[src/rtl/lb_pkg.sv]
package lb_pkg;

  typedef struct packed {
    logic accept;
    logic flush;
    logic issue;
  } lbStrobe_t;

  typedef enum logic {
    ST_RUN  = 1'b0,
    ST_WAIT = 1'b1
  } lbState_e;

endpackage

[src/rtl/lb_ctrl.sv]
module lb_ctrl
  import lb_pkg::*;
(
  input  logic      clk,
  input  logic      rstN,
  input  logic      reqValid,
  input  logic      reqBranch,
  input  logic      hit,
  input  logic      inFlight,
  input  logic      issueOk,
  output lbStrobe_t strb,
  output logic      reqReady
);

  lbState_e stateQ, stateD;
  logic     missNew;

  always_comb begin
    strb     = '0;
    reqReady = hit;
    // a stall is opened only once; the held request is then just waited on
    missNew     = reqValid && !hit && (stateQ == ST_RUN);
    strb.accept = reqValid && hit;
    strb.flush  = missNew && (reqBranch || !inFlight);
    strb.issue  = issueOk && !strb.flush;

    stateD = stateQ;
    unique case (stateQ)
      ST_RUN:  if (missNew) stateD = ST_WAIT;
      ST_WAIT: if (strb.accept) stateD = ST_RUN;
      default: stateD = ST_RUN;
    endcase
  end

  always_ff @(posedge clk or negedge rstN) begin
    if (!rstN) stateQ <= ST_RUN;
    else       stateQ <= stateD;
  end

endmodule

[src/rtl/lb_dpath.sv]
module lb_dpath
  import lb_pkg::*;
#(
  parameter int ADDR_W = 32,
  parameter int DATA_W = 32,
  parameter int DEPTH  = 8,
  parameter int AHEAD  = 2,
  parameter int DROP_W = 6
) (
  input  logic              clk,
  input  logic              rstN,
  input  lbStrobe_t         strb,
  input  logic [ADDR_W-1:0] reqAddr,
  input  logic              memRespValid,
  input  logic [DATA_W-1:0] memRespData,
  output logic              hit,
  output logic              inFlight,
  output logic              issueOk,
  output logic [ADDR_W-1:0] issueAddr,
  output logic              outValid,
  output logic [ADDR_W-1:0] outAddr,
  output logic [DATA_W-1:0] outData
);

  localparam int IDX_W = $clog2(DEPTH);
  localparam int CNT_W = $clog2(DEPTH + 1);
  localparam logic [ADDR_W-1:0] AHEAD_A = ADDR_W'(AHEAD);
  localparam logic [CNT_W-1:0]  FULL_C  = CNT_W'(DEPTH);

  logic [ADDR_W-1:0] baseQ, issueQ, curQ;
  logic [CNT_W-1:0]  countQ, pendQ;
  logic [DROP_W-1:0] dropQ;
  logic              liveQ;
  logic [DATA_W-1:0] slotQ [DEPTH];

  logic [ADDR_W-1:0] tailAddr, winOff, flyOff, gap;
  logic              respUse, respDrop, bufFull;
  logic [IDX_W-1:0]  wrIdx, rdIdx;

  // window geometry: all offsets are modulo 2**ADDR_W
  assign tailAddr = baseQ + ADDR_W'(countQ);
  assign winOff   = reqAddr - baseQ;
  assign flyOff   = reqAddr - tailAddr;
  assign gap      = issueQ - curQ;

  assign hit      = (countQ != '0) && (winOff < ADDR_W'(countQ));
  assign inFlight = flyOff < ADDR_W'(pendQ);
  assign issueOk  = liveQ && (gap <= AHEAD_A);
  assign bufFull  = (countQ == FULL_C);
  assign issueAddr = issueQ;

  assign respUse  = memRespValid && (dropQ == '0) && !strb.flush;
  assign respDrop = memRespValid && (dropQ != '0) && !strb.flush;
  assign wrIdx    = tailAddr[IDX_W-1:0];
  assign rdIdx    = reqAddr[IDX_W-1:0];

  always_ff @(posedge clk or negedge rstN) begin
    if (!rstN) begin
      baseQ  <= '0;
      issueQ <= '0;
      curQ   <= '0;
      countQ <= '0;
      pendQ  <= '0;
      dropQ  <= '0;
      liveQ  <= 1'b0;
    end else if (strb.flush) begin
      baseQ  <= reqAddr;
      issueQ <= reqAddr;
      curQ   <= reqAddr;
      countQ <= '0;
      pendQ  <= '0;
      // every read still outstanding belongs to the old window
      dropQ  <= dropQ + DROP_W'(pendQ) - DROP_W'(memRespValid);
      liveQ  <= 1'b1;
    end else begin
      if (strb.issue)  issueQ <= issueQ + ADDR_W'(1);
      if (strb.accept) curQ   <= reqAddr;
      if (respDrop)    dropQ  <= dropQ - DROP_W'(1);
      pendQ <= pendQ + CNT_W'(strb.issue) - CNT_W'(respUse);
      if (respUse) begin
        if (bufFull) baseQ  <= baseQ + ADDR_W'(1);
        else         countQ <= countQ + CNT_W'(1);
      end
    end
  end

  // storage: slot chosen by low address bits; a full window overwrites its oldest word
  always_ff @(posedge clk) begin
    if (respUse) slotQ[wrIdx] <= memRespData;
  end

  always_ff @(posedge clk or negedge rstN) begin
    if (!rstN) begin
      outValid <= 1'b0;
      outAddr  <= '0;
      outData  <= '0;
    end else begin
      outValid <= strb.accept;
      if (strb.accept) begin
        outAddr <= reqAddr;
        outData <= slotQ[rdIdx];
      end
    end
  end

endmodule

[src/rtl/loop_buffer.sv]
module loop_buffer
  import lb_pkg::*;
#(
  parameter int ADDR_W = 32,
  parameter int DATA_W = 32,
  parameter int DEPTH  = 8,
  parameter int AHEAD  = 2,
  parameter int DROP_W = 6
) (
  input  logic              clk,
  input  logic              rstN,
  input  logic              reqValid,
  input  logic [ADDR_W-1:0] reqAddr,
  input  logic              reqBranch,
  output logic              reqReady,
  output logic              instValid,
  output logic [ADDR_W-1:0] instAddr,
  output logic [DATA_W-1:0] instData,
  output logic              memReqValid,
  output logic [ADDR_W-1:0] memReqAddr,
  input  logic              memRespValid,
  input  logic [DATA_W-1:0] memRespData
);

  lbStrobe_t strb;
  logic      hit, inFlight, issueOk;
  logic      flushStb;

  lb_ctrl u_ctrl (
    .clk      (clk),
    .rstN     (rstN),
    .reqValid (reqValid),
    .reqBranch(reqBranch),
    .hit      (hit),
    .inFlight (inFlight),
    .issueOk  (issueOk),
    .strb     (strb),
    .reqReady (reqReady)
  );

  lb_dpath #(
    .ADDR_W(ADDR_W),
    .DATA_W(DATA_W),
    .DEPTH (DEPTH),
    .AHEAD (AHEAD),
    .DROP_W(DROP_W)
  ) u_dpath (
    .clk         (clk),
    .rstN        (rstN),
    .strb        (strb),
    .reqAddr     (reqAddr),
    .memRespValid(memRespValid),
    .memRespData (memRespData),
    .hit         (hit),
    .inFlight    (inFlight),
    .issueOk     (issueOk),
    .issueAddr   (memReqAddr),
    .outValid    (instValid),
    .outAddr     (instAddr),
    .outData     (instData)
  );

  assign memReqValid = strb.issue;
  assign flushStb    = strb.flush;

endmodule

[config.mk]
export PLATFORM = sky130hd
export DESIGN_NAME = loop_buffer
export DESIGN_NICKNAME = d
export VERILOG_FILES = /design/src/rtl/lb_pkg.sv /design/src/rtl/lb_ctrl.sv /design/src/rtl/lb_dpath.sv /design/src/rtl/loop_buffer.sv
export SDC_FILE = /design/constraint.sdc
export NUM_CORES = 1
export LEC_CHECK = 0
export CELL_PAD_IN_SITES_DETAIL_PLACEMENT = 0
export CELL_PAD_IN_SITES_GLOBAL_PLACEMENT = 1
export CORE_AREA = 10 10 189 280
export DETAILED_ROUTE_END_ITERATION = 16
export DIE_AREA = 0 0 199 290
export GPL_TIMING_DRIVEN = 0
export PLACE_DENSITY = 0.94
export REMOVE_ABC_BUFFERS = 1
export SLEW_MARGIN = 10
export SYNTH_ARGS = -nofsm -noshare
export SYNTH_HDL_FRONTEND = slang
export SYNTH_SLANG_ARGS = --single-unit
export TNS_END_PERCENT = 5
[constraint.sdc]
create_clock -name clk -period 23.1 [get_ports clk]
set_input_delay 4.62 -clock clk [delete_from_list [all_inputs] [get_ports clk]]
set_output_delay 4.62 -clock clk [all_outputs]
set_load 0.05 [all_outputs]
==> impl_summary.txt <==
----------------------------------------------------
[Run status]
  Status ... complete, no violations

[Synth]
  Proportion of netlist area held by the largest area contributor ... 30.5%
  Number of warning messages in the yosys log ... 0
  Syn Inst Count ... 2131
  Number of enable flip-flop cells after synthesis ... 256
  Top area cells in the synthesized netlist ... sky130_fd_sc_hd__edfxtp_1, sky130_fd_sc_hd__dfrtp_1, sky130_fd_sc_hd__ha_1
  Synth cell types ... slightly below 80
  Cell accounting for the most synthesized area ... sky130_fd_sc_hd__edfxtp_1
  Proportion of register bits with asynchronous set or reset after synthesis ... 40.9%
  Mean area per synthesized cell ... 11.8 um2
  Sequential element share of the synthesized area ... 48.1%
  Ys flop type ... sky130_fd_sc_hd__edfxtp_1
  Flop and latch count out of synthesis ... 433
  Cell area after technology mapping ... 0.0252 mm2

[Route]
  Routed wirelength normalized by instance count ... approximately 26 um
  Final Routed Wirelength ... 77000 um
  DRT antenna net count ... 0
  Iter 0 DRT Violations ... roughly 1.1k
  Post-route DRC ... 0
  Vias ... 18.4k
  Via density per instance ... 6.28
  First-pass DRT Iterations ... 5

[Placement]
  Placer's final routability congestion estimate ... 0.945
  DPL Wire Length ... 56000 um
  Port Buf Inserts ... 167

[STA]
  WHS ... ~0.47 ns
  FMAX ... between 60 and 70 MHz
  Setup violators final ... 0
  Setup repair after global routing missed its margin ... no
  Aggregate negative setup slack ... 0 ns
  Count of final max-slew check failures ... 0
  Maximum clock skew at final layout ... 0.0178 ns
  Slew Limit Headroom ... roughly a fifth
  Clock period minus worst slack ... roughly 16 ns
  Final worst path period share ... 71.2%
  Transition at the pin with the smallest max-transition slack ... roughly 1.2 ns
  Number of endpoints with negative hold slack in the final report ... 0

[Worst setup path]
  Largest fanout on the critical path ... 50
  Critical path's largest stage delay ... around 0.9 ns
  Critical path's most frequent cell ... sky130_fd_sc_hd__nor4_1
  Worst path slowest cell ... sky130_fd_sc_hd__clkdlybuf4s50_1
  Crit path buffers/inverters ... 5
  Delay-heaviest family, CP ... simple AND/OR/NAND/NOR gates
  Critical path capture point type ... output pin
  Worst reg-to-reg path cell count ... 23
  End of the worst register-to-register path ... u_dpath.slotQ[1][13]
  Critical path data required time ... 18.48 ns
  Register-to-Register Setup Slack ... 14.35 ns
  Crit. path cell count ... 22
  Worst Setup EP ... memReqValid
  Launching point of the worst reg2reg path ... u_dpath.baseQ[1]
  Critical path origin ... reqAddr[0]
  Worst setup path class ... in2out
  Ordered cell list for the critical path ... buf_6, buf_16, inv_1, ha_1, nor2b_1, o21ai_0, nand2_1, xor2_1, ha_1, nor2_1, o211ai_1, nor4_1, nand3_1, nor4_1, o2111ai_1, nor4_1, nand4_1, o41ai_1, nand2b_4, buf_12, nor2b_1, clkdlybuf4s50_1
  Setup crit start kind ... input port
  Arrival time of data at the critical path endpoint ... 11.84 ns

[Global route]
  First-pass GRT wire length ... 119000 um
  Number of antenna violations at the first check in global routing ... 2
  Vias in the first global route ... 19.6k
  Total congestion overflow ... 0
  Pin count of the biggest net entering global routing ... 90
  Global-route total usage across every layer ... a little over a quarter

[Layout]
  Area occupied by multi-input gates ... 0.0122 mm2
  Ratio of cells with drive above 1 in the final layout ... a little over an eighth
  Final cell utilization of the core ... between 60% and 70%
  Register cell area after layout ... about 0.012 mm2
  Most common library cell in the layout ignoring fill and taps ... sky130_fd_sc_hd__edfxtp_1
  Area overhead of the layout relative to synthesis ... 16.4%
  FILL cells ... 3639
  Net count of the finished layout ... 2490
  Leading cell types in the layout, fill and taps excluded ... sky130_fd_sc_hd__edfxtp_1, sky130_fd_sc_hd__dfrtp_1, sky130_fd_sc_hd__clkdlybuf4s50_1

[Power and ir drop]
  Pleak ... approximately 12 nW
  Final total power ... 0.00245 W
  Power density over the cells ... 83.4 mW/mm2
  Peak VDD IR ... ~0.000078 V

[Clocking]
  Post-cts hold buffer count ... 0
  Number of H-tree levels ... 2
  Clock latency at the later pin of the worst-skew pair ... 0.59 ns
  Total number of clock tree sinks ... 433
  Buffer count from post-CTS setup fixing ... 0
  CTS Root Cell ... sky130_fd_sc_hd__clkbuf_16
  Cts bufs inserted ... 42
  Maximum count of clock buffers along a single path ... 3
  CTS resizes ... 0
  TritonCTS clock tree ... built
  Clk slew on worst S/H paths ... 0.07 ns

[Flow run]
  Max cap viols ... 0

[Floorplan]
  Initial Util ... 52.9%
  IO Count ... 168
  Die span in x ... 199 um
  Die area ... between 0.05 and 0.06 mm2
  Number of placement rows ... 98
  Die H ... 290 um
  Area of the placeable core ... 0.0476 mm2

[Worst hold path]
  Hold Crit Class ... reg2reg

----------------------------------------------------
[cell type report]
type / count / area share (%)
multi-input combinational: 1472 / 41.5
antenna: 1 / 0.00853
sequential: 433 / 41.3
inverter: 144 / 1.84
tap: 600 / 2.56
clock buffer: 46 / 3.74
timing repair buffer: 199 / 7.24
clock inverter: 32 / 1.76
[cell usage after synthesis, types with 26 or more instances]
cell	n
sky130_fd_sc_hd__a21o_1	32
sky130_fd_sc_hd__a21oi_1	91
sky130_fd_sc_hd__and2_1	27
sky130_fd_sc_hd__and3_1	27
sky130_fd_sc_hd__clkbuf_1	52
sky130_fd_sc_hd__dfrtp_1	177
sky130_fd_sc_hd__edfxtp_1	256
sky130_fd_sc_hd__ha_1	123
sky130_fd_sc_hd__inv_1	144
sky130_fd_sc_hd__mux2_1	62
sky130_fd_sc_hd__mux2_2	107
sky130_fd_sc_hd__mux2i_1	47
sky130_fd_sc_hd__mux4_2	64
sky130_fd_sc_hd__nand2_1	109
sky130_fd_sc_hd__nand3_1	62
sky130_fd_sc_hd__nand4_1	53
sky130_fd_sc_hd__nor2_1	87
sky130_fd_sc_hd__nor2b_1	26
sky130_fd_sc_hd__nor3_1	50
sky130_fd_sc_hd__o21ai_0	73
sky130_fd_sc_hd__xnor2_1	121
sky130_fd_sc_hd__xor2_1	29
[cell families (layout without fill, tap and decap cells)]
family,after synthesis,in the layout,synth area share [%]
fa+ha+maj,129,129,6.59
flops,433,433,48.1
compound gates,366,366,9.67
simple gates,547,547,11.5
mux,280,280,15.1
buf+inv,226,421,3.79
xor+xnor,150,150,5.22
other cells,0,1,0
[where the power goes]
part / switching (W) / internal, W
clock: 0.000333 / 0.000476
combinational: 0.000449 / 0.000295
sequential: 0.0000372 / 0.000856
[worst min-delay path by stage]
stage | startpoint | end | cells past startpoint
after floorplan | u_dpath.liveQ | u_dpath.liveQ | 1
after CTS | u_dpath.liveQ | u_dpath.liveQ | 1
after global placement | u_dpath.liveQ | u_dpath.liveQ | 1
after detailed placement | u_dpath.liveQ | u_dpath.liveQ | 1
final | u_dpath.liveQ | u_dpath.liveQ | 1
after global routing | u_dpath.liveQ | u_dpath.liveQ | 1
[flip-flops by register name (all words and copies together), names as in the netlist, 4 cells and up, named ones only]
register and cells:
u_dpath.slotQ 256, u_dpath.baseQ 32, u_dpath.curQ 32, u_dpath.issueAddr 32, u_dpath.outAddr 32, u_dpath.outData 32
u_dpath.dropQ 6, u_dpath.countQ 4, u_dpath.pendQ 4
[stage by stage]
| step | area (um2) | std cells | setup slack [ns] |
|---|---|---|---|
| final | 29300 | 2927 | 6.65 |
| after detailed placement | 27700 | 2848 | 6.76 |
| after global routing | 29300 | 2926 | 6.37 |
| after CTS | 29300 | 2926 | 6.75 |
| after global placement | 27200 | 2816 | -0.707 |
| after floorplan | 24800 | 2049 | 7.93 |
[routing by layer]
| metal | vias to the layer above | track usage (%) | part of all wire (%) |
|---|---|---|---|
| met5 | - | 0 | 0.032 |
| met4 | 4 | 13.9 | 5.5 |
| met3 | 235 | 4.03 | 4.8 |
| met2 | 635 | 49.6 | 55 |
| met1 | 9179 | 28.2 | 35 |
| li1 | 8336 | - | - |
No activity file was read; power rests on OpenSTA's default activity.
